File: config.mk
export PLATFORM = sky130hd
export DESIGN_NAME = clk_freq_calc
export DESIGN_NICKNAME = d
export VERILOG_FILES = /design/src/rtl/clk_freq_pkg.sv /design/src/rtl/clk_freq_ctrl.sv /design/src/rtl/clk_freq_dp.sv /design/src/rtl/clk_freq_calc.sv
export SDC_FILE = /design/constraint.sdc
export NUM_CORES = 1
export LEC_CHECK = 0
export CORE_ASPECT_RATIO = 0.6
export CORE_MARGIN = 2
export CORE_UTILIZATION = 40
export CTS_CLUSTER_SIZE = 30
export DETAILED_ROUTE_END_ITERATION = 16
export DONT_BUFFER_PORTS = 1
export GPL_TIMING_DRIVEN = 0
export PLACE_DENSITY = 0.6
export SYNTH_ARGS = -nofsm -noshare
export SYNTH_HDL_FRONTEND = slang
export SYNTH_SLANG_ARGS = --single-unit
File: constraint.sdc
create_clock -name clk -period 5.05 [get_ports clk]
set_clock_uncertainty 0.2 [all_clocks]
set_input_delay 0.7575 -clock clk [delete_from_list [all_inputs] [get_ports clk]]
set_output_delay 0.7575 -clock clk [all_outputs]
set_load 0.005 [all_outputs]
File: src/rtl/clk_freq_pkg.sv
package clk_freq_pkg;
  localparam int unsigned FREQ_W     = 32;
  localparam int unsigned REG_W      = 32;
  localparam logic [FREQ_W-1:0] HIGH_XTAL = 32'd26000000;
  localparam logic [FREQ_W-1:0] LOW_XTAL  = 32'd32768;
  localparam int unsigned LOW_MULT_SH = 10;

  localparam int unsigned REFSEL_LO = 1;
  localparam int unsigned PLLEN_BIT = 3;
  localparam int unsigned MSEL_BIT  = 7;
  localparam int unsigned HSDIV_LO  = 11;
  localparam int unsigned HSDIV_W   = 3;
  localparam int unsigned PERDIV_LO = 6;
  localparam int unsigned PERDIV_W  = 2;

  typedef enum logic [2:0] {
    CLK_NONE = 3'd0,
    CLK_CORE = 3'd1,
    CLK_HS   = 3'd2,
    CLK_PER  = 3'd3,
    CLK_LOW  = 3'd4
  } clk_id_e;

  typedef struct packed {
    logic load1;
    logic load2;
    logic step;
    logic commit;
  } calc_cmd_t;
endpackage

File: src/rtl/clk_freq_ctrl.sv
module clk_freq_ctrl
  import clk_freq_pkg::*;
#(
  parameter int unsigned STEPS = FREQ_W
) (
  input  logic      clk,
  input  logic      rstN,
  input  logic      start,
  output calc_cmd_t cmd,
  output logic      done
);
  localparam int unsigned CNT_W = $clog2(STEPS + 1);

  typedef enum logic [2:0] {S_IDLE, S_RUN1, S_LOAD2, S_RUN2, S_FIN} state_e;

  state_e stateQ, stateD;
  logic [CNT_W-1:0] cntQ;
  logic lastStep;

  assign lastStep = (cntQ == CNT_W'(STEPS - 1));

  always_comb begin
    stateD = stateQ;
    cmd    = '0;
    unique case (stateQ)
      S_IDLE: if (start) begin
        cmd.load1 = 1'b1;
        stateD    = S_RUN1;
      end
      S_RUN1: begin
        cmd.step = 1'b1;
        if (lastStep) stateD = S_LOAD2;
      end
      S_LOAD2: begin
        cmd.load2 = 1'b1;
        stateD    = S_RUN2;
      end
      S_RUN2: begin
        cmd.step = 1'b1;
        if (lastStep) stateD = S_FIN;
      end
      S_FIN: begin
        cmd.commit = 1'b1;
        stateD     = S_IDLE;
      end
      default: stateD = S_IDLE;
    endcase
  end

  always_ff @(posedge clk or negedge rstN) begin
    if (!rstN) begin
      stateQ <= S_IDLE;
      cntQ   <= '0;
      done   <= 1'b0;
    end else begin
      stateQ <= stateD;
      if (cmd.step && !lastStep) cntQ <= cntQ + 1'b1;
      else                       cntQ <= '0;
      if (cmd.load1)       done <= 1'b0;
      else if (cmd.commit) done <= 1'b1;
    end
  end

  // an accepted start drops done on the next cycle
  p_done_clear_r6: assert property (@(posedge clk) disable iff (!rstN)
    (stateQ == S_IDLE && start) |=> !done);

  // a start while busy never returns the machine to a fresh load
  p_busy_ignore_r7: assert property (@(posedge clk) disable iff (!rstN)
    (stateQ != S_IDLE && start) |-> !cmd.load1);

  // at most one command strobe at a time
  p_one_cmd_r6: assert property (@(posedge clk) disable iff (!rstN)
    $onehot0({cmd.load1, cmd.load2, cmd.step, cmd.commit}));
endmodule

File: src/rtl/clk_freq_dp.sv
module clk_freq_dp
  import clk_freq_pkg::*;
(
  input  logic              clk,
  input  logic              rstN,
  input  calc_cmd_t         cmd,
  input  logic [REG_W-1:0]  modeReg,
  input  logic [REG_W-1:0]  divReg,
  input  logic [FREQ_W-1:0] pllFreq,
  output logic [FREQ_W-1:0] refFreq,
  output logic [FREQ_W-1:0] coreFreq,
  output logic [FREQ_W-1:0] hsFreq,
  output logic [FREQ_W-1:0] perFreq
);
  localparam logic [FREQ_W-1:0] LOW_REF = LOW_XTAL << LOW_MULT_SH;

  logic [1:0]        refSel;
  logic              bypass;
  logic [FREQ_W-1:0] refNew, coreNew;
  logic [FREQ_W-1:0] refW, coreW, hsW;
  logic [FREQ_W-1:0] quoQ, remQ, dvsrQ;
  logic [FREQ_W-1:0] perDvsrQ;
  logic [FREQ_W:0]   shifted, trial;
  logic              fits;

  assign refSel  = modeReg[REFSEL_LO +: 2];
  assign bypass  = modeReg[MSEL_BIT] || !modeReg[PLLEN_BIT];
  assign refNew  = (refSel == 2'd2) ? LOW_REF : HIGH_XTAL;
  assign coreNew = bypass ? refNew : pllFreq;

  assign shifted = {remQ, quoQ[FREQ_W-1]};
  assign trial   = shifted - {1'b0, dvsrQ};
  assign fits    = !trial[FREQ_W];

  always_ff @(posedge clk or negedge rstN) begin
    if (!rstN) begin
      refW <= '0; coreW <= '0; hsW <= '0;
      quoQ <= '0; remQ <= '0; dvsrQ <= '0; perDvsrQ <= '0;
      refFreq <= '0; coreFreq <= '0; hsFreq <= '0; perFreq <= '0;
    end else begin
      if (cmd.load1) begin
        refW     <= refNew;
        coreW    <= coreNew;
        quoQ     <= coreNew;
        remQ     <= '0;
        dvsrQ    <= FREQ_W'(divReg[HSDIV_LO +: HSDIV_W]) + 1'b1;
        perDvsrQ <= FREQ_W'(divReg[PERDIV_LO +: PERDIV_W]) + 1'b1;
      end
      if (cmd.step) begin
        remQ <= fits ? trial[FREQ_W-1:0] : shifted[FREQ_W-1:0];
        quoQ <= {quoQ[FREQ_W-2:0], fits};
      end
      if (cmd.load2) begin
        hsW   <= quoQ;
        quoQ  <= quoQ;
        remQ  <= '0;
        dvsrQ <= perDvsrQ;
      end
      if (cmd.commit) begin
        refFreq  <= refW;
        coreFreq <= coreW;
        hsFreq   <= hsW;
        perFreq  <= quoQ;
      end
    end
  end

  // results move only on a commit strobe from the control
  p_hold_r6: assert property (@(posedge clk) disable iff (!rstN)
    !cmd.commit |=> ($stable(coreFreq) && $stable(hsFreq) && $stable(perFreq)
                     && $stable(refFreq)));

  // a divisor of at least one never lets the quotient exceed the dividend
  p_hs_le_core_r4: assert property (@(posedge clk) disable iff (!rstN)
    cmd.commit |=> (hsFreq <= coreFreq));

  // the second stage never exceeds the first
  p_per_le_hs_r5: assert property (@(posedge clk) disable iff (!rstN)
    cmd.commit |=> (perFreq <= hsFreq));
endmodule

File: src/rtl/clk_freq_calc.sv
module clk_freq_calc
  import clk_freq_pkg::*;
(
  input  logic        clk,
  input  logic        rstN,
  input  logic        start,
  input  logic [31:0] modeReg,
  input  logic [31:0] divReg,
  input  logic [31:0] pllFreq,
  input  logic [2:0]  queryId,
  output logic [31:0] refFreq,
  output logic [31:0] coreFreq,
  output logic [31:0] hsFreq,
  output logic [31:0] perFreq,
  output logic        done,
  output logic [31:0] queryFreq
);
  calc_cmd_t cmd;

  clk_freq_ctrl #(.STEPS(FREQ_W)) u_ctrl (
    .clk(clk), .rstN(rstN), .start(start), .cmd(cmd), .done(done)
  );

  clk_freq_dp u_dp (
    .clk(clk), .rstN(rstN), .cmd(cmd),
    .modeReg(modeReg), .divReg(divReg), .pllFreq(pllFreq),
    .refFreq(refFreq), .coreFreq(coreFreq), .hsFreq(hsFreq), .perFreq(perFreq)
  );

  always_comb begin
    unique case (queryId)
      CLK_CORE: queryFreq = coreFreq;
      CLK_HS:   queryFreq = hsFreq;
      CLK_PER:  queryFreq = perFreq;
      CLK_LOW:  queryFreq = LOW_XTAL;
      default:  queryFreq = '0;
    endcase
  end
endmodule

Word-level counts from Yosys, hierarchy flattened
Index checks and enable logic that the tools add are counted.
{"block": "word_totals", "reg_bits": 362, "output_inout_bits": 161}
{"block": "op_classes", "n_addsub": 4, "n_eq_ne": 13, "muxes": 23, "bitwise_logic": 1, "reduce_logical": 13}
{"op": "32-bit two-way mux", "n": 9}
{"op": "32-bit case mux with 4 select lines", "n": 1}
{"op": "33-bit by 32-bit subtractor with 33-bit output", "n": 1}
{"op": "26-bit two-way mux", "n": 1}
{"op": "3-bit by 2-bit equality test with 1-bit output (second input constant)", "n": 4}
{"op": "3-bit case mux with 4 select lines", "n": 1}
{"op": "3-bit two-way mux", "n": 3}
{"op": "1-bit two-way mux", "n": 7}
{"op": "6-bit by 1-bit adder with 6-bit output (second input constant)", "n": 1}
{"op": "3-bit by 1-bit equality test with 1-bit output (second input constant)", "n": 2}
{"op": "3-bit equality test (second input constant)", "n": 2}
{"op": "6-bit by 5-bit equality test with 1-bit output (second input constant)", "n": 1}
{"op": "6-bit two-way mux", "n": 1}
{"op": "2-bit nonzero test", "n": 3}
{"op": "3-bit by 1-bit adder with 4-bit output (second input constant)", "n": 1}
{"op": "2-bit by 1-bit inequality test with 1-bit output (second input constant)", "n": 2}
{"op": "2-bit by 1-bit adder with 3-bit output (second input constant)", "n": 1}
{"op": "1-bit zero test", "n": 3}
{"op": "3-bit zero test", "n": 1}
{"op": "3-bit AND reduction", "n": 1}
{"op": "3-bit nonzero test", "n": 1}
{"op": "2-bit equality test (second input constant)", "n": 1}
{"op": "2-bit inequality test (second input constant)", "n": 1}
{"op": "2-bit AND reduction", "n": 1}
{"op": "4 further kinds", "n": 4}

Depth between registers and ports, before layout
Gate-level depths: netlist of the first run.
{"block": "depth", "ltp_word": 5, "depth_mapped": 11, "mapped_depth_nobuf": 10}

Hierarchy
Synthesis of the first run repeated with hierarchy kept, for this count alone.
{"block": "hier_totals", "cells_unflattened": 1077, "area_unflattened_um2": 11688.7}
{"module": "clk_freq_dp", "n_inst": 1, "cells_per_inst": 916, "area_each_um2": 10339.9, "seq_area_each_um2": 5880.6}
{"module": "clk_freq_calc", "n_inst": 1, "cells_per_inst": 116, "area_each_um2": 878.3, "seq_area_each_um2": 0.0}
{"module": "clk_freq_ctrl", "n_inst": 1, "cells_per_inst": 45, "area_each_um2": 470.5, "seq_area_each_um2": 250.2}

Least setup slack after synthesis of the first run
No wires, ideal clock.
{"block": "synth_path", "kind": "register -> register", "startpoint": "reg u_dp.quoQ[31]", "endpoint": "reg u_dp.remQ[30]", "arrival_ns": 2.794, "required_ns": 4.763, "path_slack_ns": 1.970, "stages_incl_launch_ff": 11, "n_path_buf": 0, "path_cell_list": "dfrtp_1 inv_1 ha_1 inv_1 fa_1 a21o_1 a21boi_0 nand2_1 a2111oi_4 or4b_1 o211ai_1"}
{"block": "synth_between", "elab_chain_len": 4}
{"element": "from (decl)", "line": "clk_freq_dp.sv:21", "rtl": "logic [FREQ_W-1:0] quoQ, remQ, dvsrQ;"}
{"element": "from (signal assigned)", "line": "clk_freq_dp.sv:44", "rtl": "quoQ <= coreNew;"}
{"element": "from (signal assigned)", "line": "clk_freq_dp.sv:51", "rtl": "quoQ <= {quoQ[FREQ_W-2:0], fits};"}
{"element": "from (signal assigned)", "line": "clk_freq_dp.sv:55", "rtl": "quoQ <= quoQ;"}
{"element": "33-bit by 32-bit subtractor with 33-bit output", "line": "clk_freq_dp.sv:32", "rtl": "assign trial = shifted - {1'b0, dvsrQ};"}
{"element": "32-bit two-way mux", "line": "clk_freq_dp.sv:50", "rtl": "remQ <= fits ? trial[FREQ_W-1:0] : shifted[FREQ_W-1:0];"}
{"element": "32-bit two-way mux", "line": "clk_freq_dp.sv:49", "rtl": "if (cmd.step) begin"}
{"element": "32-bit two-way mux", "line": "clk_freq_dp.sv:53", "rtl": "if (cmd.load2) begin"}
{"element": "to (signal assigned)", "line": "clk_freq_dp.sv:50"}
{"element": "to (decl)", "line": "clk_freq_dp.sv:21"}
Every way passes these cells.
A chain may end at the register's enable or synchronous reset.

Worst setup path after layout of the first run
{"block": "layout_path", "startpoint": "reg u_dp.quoQ[31]", "endpoint": "reg u_dp.remQ[27]"}
The elaborated chain is that of the path after synthesis.

==> reports/results.md, run 1 <==
| Step | Metric | Value |
| --- | --- | --- |
| sta | Final Setup Violations | 0 |
| die | Standard cell core area | 0.02787 mm2 |
| pwr | LEAKAGE | 5.804 nW |
| clock network | Clock latency at the later pin of the worst-skew pair | 540 ps |
| logic synthesis | Synthesis-stage register bit count | 245 |
| sta | Crit share post-route | 78.07% |
| sta | Setup repair after global routing missed its margin | no |
| pwr | Clock network fraction of design power | 46.7% |
| critical path | Type of destination of the critical path | flop |
| sta | Pins over their slew limit | 0 |
| sta | Final-layout worst hold slack | -272.1 ps |
| layout | Post-layout utilization of the core | 45.74% |
| sta | Final TNS setup | 0 ps |
| sta | Max-slew headroom | 28.16% |
| sta | Final worst-path setup slack | 1108 ps |
| placement | Total of buffers placed on input and output ports | 0 |
| layout | Leading cell type in the layout, fill and taps excluded | sky130_fd_sc_hd__dfrtp_1 |
| logic synthesis | Combined area of all synthesized cells | 0.01144 mm2 |
| die | # IOs | 263 |
| grt | Total Routing Usage GR | 23.45% |
| clock network | Number of gates given a new drive strength after cts | 0 |
| critical path | Launching element type of the critical path | flop |
| logic synthesis | Compound-cell area share of the yosys netlist | 12.86% |
| logic synthesis | Synth unique cells | 63 |
| pwr | Peak supply drop | 0.2061 mV |
| logic synthesis | Fraction of synthesized cell area in xor and xnor cells | 1.378% |
| die | Num rows | 47 |
| drt | Overall via count from detail_route | 8332 |
| pwr | Flop pwr share | 51.5% |
| clock network | Clock Path Buffers | 3 |
| grt | Vias in the first global route | 8084 |
| sta | Final worst path period need | 3942 ps |
| clock network | H-tree levels | 1 |
| logic synthesis | Main combinational cell family by area after synthesis | multiplexers |
| drt | Wire length per cell after detailed routing | 24.73 um |
| worst hold path | Hold WC Path Type | in2async |
| sta | Final hold viol count | 245 |
| layout | Diode insertion count for antenna repair | 0 |
| clock network | Total clock buffers created by CTS | 24 |
| logic synthesis | Yosys Warn Count | 0 |
| logic synthesis | Simple logic cell fraction of the synthesized area | 10.33% |
| sta | Max Clock Freq | 253.7 MHz |
| logic synthesis | Asr flop ratio synth | 100.0% |
| die | Initial Util | 41.06% |
| status | Status | complete, but fails checks |
| grt | Maximum number of pins on one net before global-route repair | 246 |
| logic synthesis | Post-Synth Adder-Cell Area | 0.9402% |
| grt | First-pass GRT wire length | 52.79 mm |
| layout | Final layout net count | 1148 |
| layout | Area Growth Syn to Fin | 11.41% |
| critical path | Critical Path Start | u_dp.quoQ[31] |
| clock network | Clock input transition at the sequential cells of the worst setup and hold paths | 70 ps |
| pwr | Internal cell power | 2.973 mW |
| clock network | Clock tree from TritonCTS | done |
| drt | Wire length reported by the detailed router | 35.15 mm |
| critical path | Worst endpoint data arrival time | 4210 ps |
| logic synthesis | EDFF count, synth | 0 |
| layout | Final cell count without fillers | 1421 |
| drt | Number of remaining DRC errors | 0 |
| pwr | Overall Power | 3.812 mW |
| critical path | Critical setup path kind | reg2reg |
| clock network | Clock root buffer master | sky130_fd_sc_hd__clkbuf_16 |
| layout | Final std cell area, no fill | 0.01275 mm2 |
| die | Area enclosed by the die boundary | 0.03003 mm2 |
| drt | Routed vias/inst | 5.863 |
| pwr | Switch share | 22.01% |
| die | Die width | 222.4 um |
| critical path | Required time at the endpoint of the critical path | 5320 ps |
| drt | Post-route ant nets | 0 |
| grt | Congestion Overflow GR | 0 |
| logic synthesis | Multiplexer fraction of the synthesized cell area | 16.28% |
| clock network | Clock sink count | 245 |
| logic synthesis | Top FF cell, synth | sky130_fd_sc_hd__dfrtp_1 |
| placement | Post-DP HPWL | 24.76 mm |
| logic synthesis | Share of the yosys chip area belonging to registers | 53.57% |
| logic synthesis | Avg Inst Size Synth | 11.54 um2 |
| logic synthesis | Gate Count Post-Synth | 992 |
| placement | Number of cells after detailed placement | 1379 |
| placement | Cell area after placement | 0.01198 mm2 |
| die | Die outline height | 135.0 um |
| status | Failing checks | hold timing |
| drt | Number of DRC markers after the initial detailed-route iteration | 784 |
| clock network | Total setup buffers inserted after CTS | 0 |
| placement | RePlAce Congestion | 0.8707 |
| critical path | Reg-to-Reg Start | u_dp.quoQ[31] |
| critical path | Max FO, Critical Path | 10 |
| pwr | Logic pwr share | 1.8% |
| job | Max-cap check violation count | 0 |
| drt | Router iterations before antenna repair | 6 |
| grt | Initial antenna violation count | 0 |
| placement | Setup Slack @ Placement | 1207 ps |
| pwr | Net switching power of the design | 0.8390 mW |
| pwr | Power per cell area | 299.0 mW/mm2 |
| layout | Most frequent cells in the layout | sky130_fd_sc_hd__dfrtp_1, sky130_fd_sc_hd__mux2_2, sky130_fd_sc_hd__nor2_1, sky130_fd_sc_hd__nand2_1, sky130_fd_sc_hd__clkbuf_1 |
| layout | Ratio of cells with drive above 1 in the final layout | 24.00% |
| sta | Worst Max-Slew Pin Slew | 1078 ps |
-- state kept, by name (all words and copies together), names as in the netlist --
name,count
u_dp.hsFreq,32
u_ctrl.done,1
u_dp.coreFreq,32
u_ctrl.stateQ,3
u_dp.remQ,32
u_dp.quoQ,32
u_ctrl.cntQ,6
u_dp.dvsrQ,4
u_dp.hsW,32
u_dp.perDvsrQ,3
u_dp.refW,2
u_dp.coreW,32
u_dp.refFreq,2
u_dp.perFreq,32
-- worst max-delay path, cell delays in order (launching register included) --
cell	delay (ps)
sky130_fd_sc_hd__dfrtp_1	440
sky130_fd_sc_hd__inv_1	120
sky130_fd_sc_hd__ha_1	180
sky130_fd_sc_hd__inv_1	60
sky130_fd_sc_hd__fa_1	410
sky130_fd_sc_hd__a21o_1	230
sky130_fd_sc_hd__a21boi_0	460
sky130_fd_sc_hd__nand4_2	330
sky130_fd_sc_hd__xnor2_1	730
sky130_fd_sc_hd__buf_2	410
sky130_fd_sc_hd__o211ai_1	140
sky130_fd_sc_hd__nand3_1	150
-- cells by family after synthesis --
kind of cell             after synthesis
AND/OR/NAND/NOR                      252
AO/OA/AOI/OAI                        192
multiplexers                         166
adder cells (fa/ha/maj)                8
XOR/XNOR                              18
flip-flops                           245
other                                  1
buffers and inverters                110
-- per-layer routing --
layer | vias to the layer above | GRT usage (%) | share of wire [%]
li1 | 3665 | - | -
met1 | 4273 | 36.07 | 49
met2 | 344 | 32.15 | 40
met3 | 50 | 6.767 | 8.9
met4 | 0 | 5.481 | 2.1
met5 | - | 0 | 0
-- synthesized netlist by cell type (11+ instances only) --
cell	number	area share [%]
sky130_fd_sc_hd__nand3_1	21	0.92
sky130_fd_sc_hd__buf_4	30	2.0
sky130_fd_sc_hd__nor3_1	11	0.48
sky130_fd_sc_hd__nand2_1	73	2.4
sky130_fd_sc_hd__nor2_1	99	3.2
sky130_fd_sc_hd__mux2_2	161	16
sky130_fd_sc_hd__clkbuf_1	63	2.1
sky130_fd_sc_hd__a22oi_1	32	2.1
sky130_fd_sc_hd__a221oi_1	20	1.5
sky130_fd_sc_hd__dfrtp_1	245	54
sky130_fd_sc_hd__o221a_2	11	1.1
sky130_fd_sc_hd__xnor2_1	12	0.92
sky130_fd_sc_hd__o21ai_0	45	2.0
sky130_fd_sc_hd__inv_1	13	0.43
sky130_fd_sc_hd__a22o_1	22	1.7
-- path summary, 6_finish.rpt --
kind	to	slack (ps)	cells past startpoint
setup reg to reg	u_dp.remQ[27]	1110	11
setup / recovery	u_dp.remQ[27]	1110	11
hold reg to reg	u_ctrl.cntQ[0]	260	1
min in group clk	u_dp.perDvsrQ[0]	130	1
hold / removal	u_ctrl.cntQ[3]	-270	0
max in group asynchronous	u_dp.coreFreq[1]	4540	0
-- power groups by stage --
| stage | logic [mW] | registers (mW) | clock network [mW] |
|---|---|---|---|
| finish | 0.0702 | 1.96 | 1.78 |
| global route | 0.0752 | 1.96 | 1.90 |
| CTS | 0.0689 | 1.96 | 1.81 |
| detailed placement | 0.0687 | 2.00 | 0 |
| global placement | 0.0683 | 2.00 | 0 |
| floorplan | 0.0438 | 2.00 | 0 |
-- cell type report --
cell class | instances | area (um2)
Buffer | 97 | 479.2
Clock buffer | 31 | 666.9
Clock inverter | 11 | 105.1
Fill cell | 2660 | 15120
Inverter | 13 | 48.80
Multi-Input combinational cell | 657 | 4861
Sequential cell | 245 | 6131
Tap cell | 367 | 459.2
(Power assumes the default switching activity.)
==> run 2, diff against run 1 <==
==> constraint.sdc (replaced) <==
create_clock -name clk -period 3.63 [get_ports clk]
set_clock_uncertainty 0.2 [all_clocks]
set_input_delay 0.5445 -clock clk [delete_from_list [all_inputs] [get_ports clk]]
set_output_delay 0.5445 -clock clk [all_outputs]
set_load 0.005 [all_outputs]
==> run 2 against run 1 <==
The flow still finishes with violations (hold timing). Core utilization increased by 0.97 points. Non-clock buffer count rose by 24. Clock power grew 39%. Fmax up 13%. Register-to-register slack worse by 950 ps. Die area did not move. Via count up 2.1%. Sequential cell count is the same. Global-route usage increased by 0.17 points. Largest power group unchanged.
==> reports/results.md, run 2 (same netlist as run 1, synthesis figures left out) <==
| Step | Metric | Value |
| --- | --- | --- |
| placement | Cell area after placement | 0.01198 mm2 |
| critical path | Critical setup path kind | reg2reg |
| sta | Max-slew headroom | 30.30% |
| placement | Post-DP HPWL | 24.76 mm |
| clock network | Clock tree from TritonCTS | done |
| pwr | LEAKAGE | 5.902 nW |
| clock network | Clock root buffer master | sky130_fd_sc_hd__clkbuf_16 |
| layout | Post-layout utilization of the core | 46.71% |
| layout | Ratio of cells with drive above 1 in the final layout | 23.84% |
| pwr | Overall Power | 5.332 mW |
| sta | Pins over their slew limit | 0 |
| drt | Routed vias/inst | 5.889 |
| critical path | Worst endpoint data arrival time | 3730 ps |
| layout | Final cell count without fillers | 1445 |
| drt | Wire length per cell after detailed routing | 24.50 um |
| die | Initial Util | 41.06% |
| critical path | Max FO, Critical Path | 8 |
| drt | Post-route ant nets | 0 |
| sta | Final Setup Violations | 0 |
| layout | Final layout net count | 1172 |
| drt | Number of remaining DRC errors | 0 |
| grt | First-pass GRT wire length | 53.27 mm |
| status | Status | complete, but fails checks |
| layout | Leading cell type in the layout, fill and taps excluded | sky130_fd_sc_hd__dfrtp_1 |
| grt | Congestion Overflow GR | 0 |
| die | Area enclosed by the die boundary | 0.03003 mm2 |
| die | Die width | 222.4 um |
| layout | Most frequent cells in the layout | sky130_fd_sc_hd__dfrtp_1, sky130_fd_sc_hd__mux2_2, sky130_fd_sc_hd__nor2_1, sky130_fd_sc_hd__nand2_1, sky130_fd_sc_hd__clkbuf_1 |
| sta | Final hold viol count | 245 |
| die | # IOs | 263 |
| layout | Area Growth Syn to Fin | 13.77% |
| die | Num rows | 47 |
| clock network | Clock input transition at the sequential cells of the worst setup and hold paths | 70 ps |
| sta | Final worst-path setup slack | 155.7 ps |
| clock network | Hold-fix buffers, CTS | 22 |
| worst hold path | Hold WC Path Type | in2async |
| sta | Final-layout worst hold slack | -486.3 ps |
| job | Max-cap check violation count | 0 |
| critical path | Launching element type of the critical path | flop |
| placement | Setup Slack @ Placement | -213.3 ps |
| critical path | Type of destination of the critical path | flop |
| sta | Crit share post-route | 95.71% |
| grt | Initial antenna violation count | 0 |
| clock network | Clock latency at the later pin of the worst-skew pair | 540 ps |
| drt | Router iterations before antenna repair | 5 |
| grt | Maximum number of pins on one net before global-route repair | 246 |
| placement | Total of buffers placed on input and output ports | 0 |
| placement | RePlAce Congestion | 0.8707 |
| die | Standard cell core area | 0.02787 mm2 |
| layout | Diode insertion count for antenna repair | 0 |
| sta | Final TNS setup | 0 ps |
| status | Failing checks | hold timing |
| critical path | Required time at the endpoint of the critical path | 3880 ps |
| grt | Vias in the first global route | 8188 |
| sta | Max Clock Freq | 287.8 MHz |
| placement | Number of cells after detailed placement | 1379 |
| clock network | Clock Path Buffers | 3 |
| pwr | Peak supply drop | 0.2866 mV |
| drt | Wire length reported by the detailed router | 35.41 mm |
| layout | Final std cell area, no fill | 0.01302 mm2 |
| die | Die outline height | 135.0 um |
| clock network | Total clock buffers created by CTS | 24 |
| clock network | H-tree levels | 1 |
| sta | Final worst path period need | 3474 ps |
| layout | Filler instances | 2642 |
| pwr | Power per cell area | 409.5 mW/mm2 |
| grt | Total Routing Usage GR | 23.61% |
| sta | Worst Max-Slew Pin Slew | 1046 ps |
| sta | Setup repair after global routing missed its margin | no |
| drt | Overall via count from detail_route | 8510 |
| drt | Number of DRC markers after the initial detailed-route iteration | 755 |
| clock network | Clock sink count | 245 |
run 2: path summary, 6_finish.rpt:
| path | from | to | slack (ps) | depth (start not counted) |
|---|---|---|---|---|
| min in group clk | pllFreq[30] | u_dp.quoQ[30] | 10 | 2 |
| worst max register to register | u_dp.quoQ[31] | u_dp.remQ[30] | 160 | 11 |
| worst min register to register | u_ctrl.cntQ[0] | u_ctrl.cntQ[0] | 260 | 1 |
| max in group asynchronous | rstN | u_dp.hsFreq[7] | 3020 | 0 |
| worst max-delay path | u_dp.quoQ[31] | u_dp.remQ[30] | 160 | 11 |
| worst min-delay path | rstN | u_ctrl.cntQ[3] | -490 | 0 |
run 2: critical path, cell delays in order (launching register included):
cell and delay (ps):
sky130_fd_sc_hd__dfrtp_1 440, sky130_fd_sc_hd__inv_1 120, sky130_fd_sc_hd__ha_1 180, sky130_fd_sc_hd__inv_1 60
sky130_fd_sc_hd__fa_1 410, sky130_fd_sc_hd__a21o_1 240, sky130_fd_sc_hd__a21boi_1 400, sky130_fd_sc_hd__nand2_1 240
sky130_fd_sc_hd__a2111oi_4 320, sky130_fd_sc_hd__buf_4 220, sky130_fd_sc_hd__or4b_1 450, sky130_fd_sc_hd__o211ai_1 110
run 2: power by group:
part	total, mW	switching (mW)	internal, mW	leakage [nW]
logic	0.124	0.0791	0.0452	2.27
clock network	2.48	1.10	1.38	0.383
registers	2.73	0	2.73	3.25
run 2: what timing repair did:
action	4_1_cts	5_1_grt
gates resized for setup	2	3
endpoints found under the setup margin	12	9
pin swaps	0	1
hold endpoints to repair	285	245
buffers inserted	0	2
run 2: area by class of cell:
| class | instances | area, um2 | area share, % |
|---|---|---|---|
| Inverter | 13 | 48.80 | 0.3747 |
| Clock inverter | 11 | 105.1 | 0.8072 |
| Tap cell | 367 | 459.2 | 3.526 |
| Multi-Input combinational cell | 657 | 4896 | 37.60 |
| Buffer | 97 | 479.2 | 3.680 |
| Timing Repair Buffer | 24 | 235.2 | 1.806 |
| Sequential cell | 245 | 6131 | 47.08 |
| Clock buffer | 31 | 666.9 | 5.122 |
run 2: metal layers:
| layer | routed length [um] | global-route usage (%) | up-vias |
|---|---|---|---|
| li1 | - | - | 3709 |
| met1 | 17050 | 36.32 | 4347 |
| met2 | 14130 | 32.20 | 395 |
| met3 | 3330 | 6.767 | 59 |
| met4 | 903 | 6.003 | 0 |
| met5 | 0 | 0 | - |
==> run 3, diff against run 2 <==
--- a/config.mk
+++ b/config.mk
@@ -13,6 +13,7 @@
 export DONT_BUFFER_PORTS = 1
 export GPL_TIMING_DRIVEN = 0
 export PLACE_DENSITY = 0.6
+export SETUP_SLACK_MARGIN = 0.3
 export SYNTH_ARGS = -nofsm -noshare
 export SYNTH_HDL_FRONTEND = slang
 export SYNTH_SLANG_ARGS = --single-unit
==> run 3 against run 2 <==
The run still ends with hold timing left. Combinational power barely moved. Final cell count is essentially flat. Largest cell class unchanged. Worst setup slack improved by 240 ps. Core utilization is essentially flat. Fmax up 7.6%. Non-clock buffer count fell by 1. Worst hold slack improved by 0.90 ps. Sequential power is essentially flat. Critical path depth is the same. Total power barely moved. Die area unchanged. First-iteration DRC count rose by 8.6%.
==> reports/results.md, run 3 (same netlist as run 1, synthesis figures left out) <==
| Step | Metric | Value |
| --- | --- | --- |
| status | Status | complete, but fails checks |
| status | Failing checks | hold timing |
| sta | Setup repair after global routing missed its margin | no |
| layout | Ratio of cells with drive above 1 in the final layout | 24.05% |
| sta | Pins over their slew limit | 0 |
| clock network | Hold-fix buffers, CTS | 22 |
| grt | First-pass GRT wire length | 53.33 mm |
| grt | Vias in the first global route | 8192 |
| sta | Final hold viol count | 245 |
| grt | Total Routing Usage GR | 23.66% |
| die | Initial Util | 41.06% |
| die | Num rows | 47 |
| layout | Area Growth Syn to Fin | 13.84% |
| placement | Setup Slack @ Placement | -213.3 ps |
| critical path | Max FO, Critical Path | 10 |
| worst hold path | Hold WC Path Type | in2async |
| pwr | LEAKAGE | 5.908 nW |
| sta | Final worst path period need | 3230 ps |
| sta | Worst Max-Slew Pin Slew | 1050 ps |
| layout | Final cell count without fillers | 1444 |
| placement | Cell area after placement | 0.01198 mm2 |
| die | # IOs | 263 |
| sta | Max Clock Freq | 309.6 MHz |
| layout | Final layout net count | 1171 |
| clock network | Clock root buffer master | sky130_fd_sc_hd__clkbuf_16 |
| grt | Initial antenna violation count | 0 |
| layout | Diode insertion count for antenna repair | 0 |
| pwr | Power per cell area | 409.3 mW/mm2 |
| die | Area enclosed by the die boundary | 0.03003 mm2 |
| drt | Number of remaining DRC errors | 0 |
| critical path | Critical setup path kind | reg2reg |
| die | Standard cell core area | 0.02787 mm2 |
| clock network | Total clock buffers created by CTS | 24 |
| clock network | H-tree levels | 1 |
| pwr | Peak supply drop | 0.2870 mV |
| placement | Number of cells after detailed placement | 1379 |
| placement | Total of buffers placed on input and output ports | 0 |
| sta | Final Setup Violations | 0 |
| die | Die outline height | 135.0 um |
| sta | Final worst-path setup slack | 400.2 ps |
| drt | Number of DRC markers after the initial detailed-route iteration | 820 |
| critical path | Launching element type of the critical path | flop |
| drt | Wire length reported by the detailed router | 35.52 mm |
| clock network | Clock input transition at the sequential cells of the worst setup and hold paths | 70 ps |
| grt | Congestion Overflow GR | 0 |
| clock network | Clock Path Buffers | 3 |
| drt | Routed vias/inst | 5.883 |
| grt | Maximum number of pins on one net before global-route repair | 246 |
| clock network | Clock sink count | 245 |
| die | Die width | 222.4 um |
| layout | Final std cell area, no fill | 0.01303 mm2 |
| drt | Overall via count from detail_route | 8495 |
| layout | Leading cell type in the layout, fill and taps excluded | sky130_fd_sc_hd__dfrtp_1 |
| sta | Max-slew headroom | 30.03% |
| critical path | Required time at the endpoint of the critical path | 3810 ps |
| critical path | Type of destination of the critical path | flop |
| placement | RePlAce Congestion | 0.8707 |
| placement | Post-DP HPWL | 24.76 mm |
| sta | Crit share post-route | 88.97% |
| sta | Final-layout worst hold slack | -485.4 ps |
| layout | Post-layout utilization of the core | 46.74% |
| drt | Router iterations before antenna repair | 5 |
| clock network | Clock latency at the later pin of the worst-skew pair | 540 ps |
| job | Max-cap check violation count | 0 |
| drt | Wire length per cell after detailed routing | 24.60 um |
| layout | Most frequent cells in the layout | sky130_fd_sc_hd__dfrtp_1, sky130_fd_sc_hd__mux2_2, sky130_fd_sc_hd__nor2_1, sky130_fd_sc_hd__nand2_1, sky130_fd_sc_hd__clkbuf_1 |
| drt | Post-route ant nets | 0 |
| clock network | Clock tree from TritonCTS | done |
| critical path | Worst endpoint data arrival time | 3410 ps |
==> run 3: layout make-up <==
class	instances	area, um2
plain buffers	97	480.5
clock buffers	31	666.9
multi-input cells	657	4910
repair buffers	23	227.7
well taps	367	459.2
inverters	13	48.80
flip-flops and latches	245	6131
clock inverters	11	105.1
fillers	2637	14850
==> run 3: what timing repair did <==
action | CTS | global route
endpoints found under the setup margin | 19 | 19
pin swaps | 1 | 0
endpoints found under the hold margin | 285 | 245
buffers inserted | 1 | 0
gates resized for setup | 6 | 5
==> run 3: per-layer routing <==
layer | share of wire (%) | wire (um) | vias up | track usage (%)
met1 | 48 | 17140 | 4338 | 36.41
met2 | 40 | 14310 | 400 | 32.45
met4 | 2.2 | 776 | 0 | 5.742
li1 | - | - | 3708 | -
met3 | 9.2 | 3285 | 49 | 6.658
met5 | 0 | 0 | - | 0
==> run 3: worst max-delay path: stages, from the launching register on <==
cell and delay [ps]:
sky130_fd_sc_hd__dfrtp_1 430, sky130_fd_sc_hd__inv_1 120, sky130_fd_sc_hd__ha_1 180, sky130_fd_sc_hd__inv_1 60
sky130_fd_sc_hd__fa_1 410, sky130_fd_sc_hd__a21o_1 260, sky130_fd_sc_hd__a21boi_4 240, sky130_fd_sc_hd__nand4_4 240
sky130_fd_sc_hd__xnor2_4 260, sky130_fd_sc_hd__buf_2 250, sky130_fd_sc_hd__o311ai_0 300, sky130_fd_sc_hd__nand3_1 110
==> run 3: final timing paths <==
path                                start  slack (ps)              to  cells past startpoint
setup / recovery            u_dp.quoQ[31]         400   u_dp.remQ[13]                     11
hold / removal                       rstN        -490  u_ctrl.cntQ[3]                      0
setup reg to reg            u_dp.quoQ[31]         400   u_dp.remQ[13]                     11
hold reg to reg            u_ctrl.cntQ[0]         260  u_ctrl.cntQ[0]                      1
max in group asynchronous            rstN        3090  u_dp.hsFreq[7]                      0
min in group clk              pllFreq[30]          20   u_dp.quoQ[30]                      2
==> run 3: report_power, final <==
part           switching [mW]  leakage [nW]  internal [mW]
logic                  0.0796          2.27         0.0452
clock network            1.10         0.383           1.38
registers                   0          3.25           2.73
total                    1.18          5.91           4.15
==> run 3: through the flow <==
step / hold slack (ps) / TNS, ps / power (mW)
global placement: 62.12 / -1206 / 2.876
CTS: -506.1 / 0 / 5.367
floorplan: 48.91 / 0 / 2.843
detailed placement: 62.35 / -1603 / 2.876
finish: -485.4 / 0 / 5.333
global route: -512.0 / 0 / 5.498
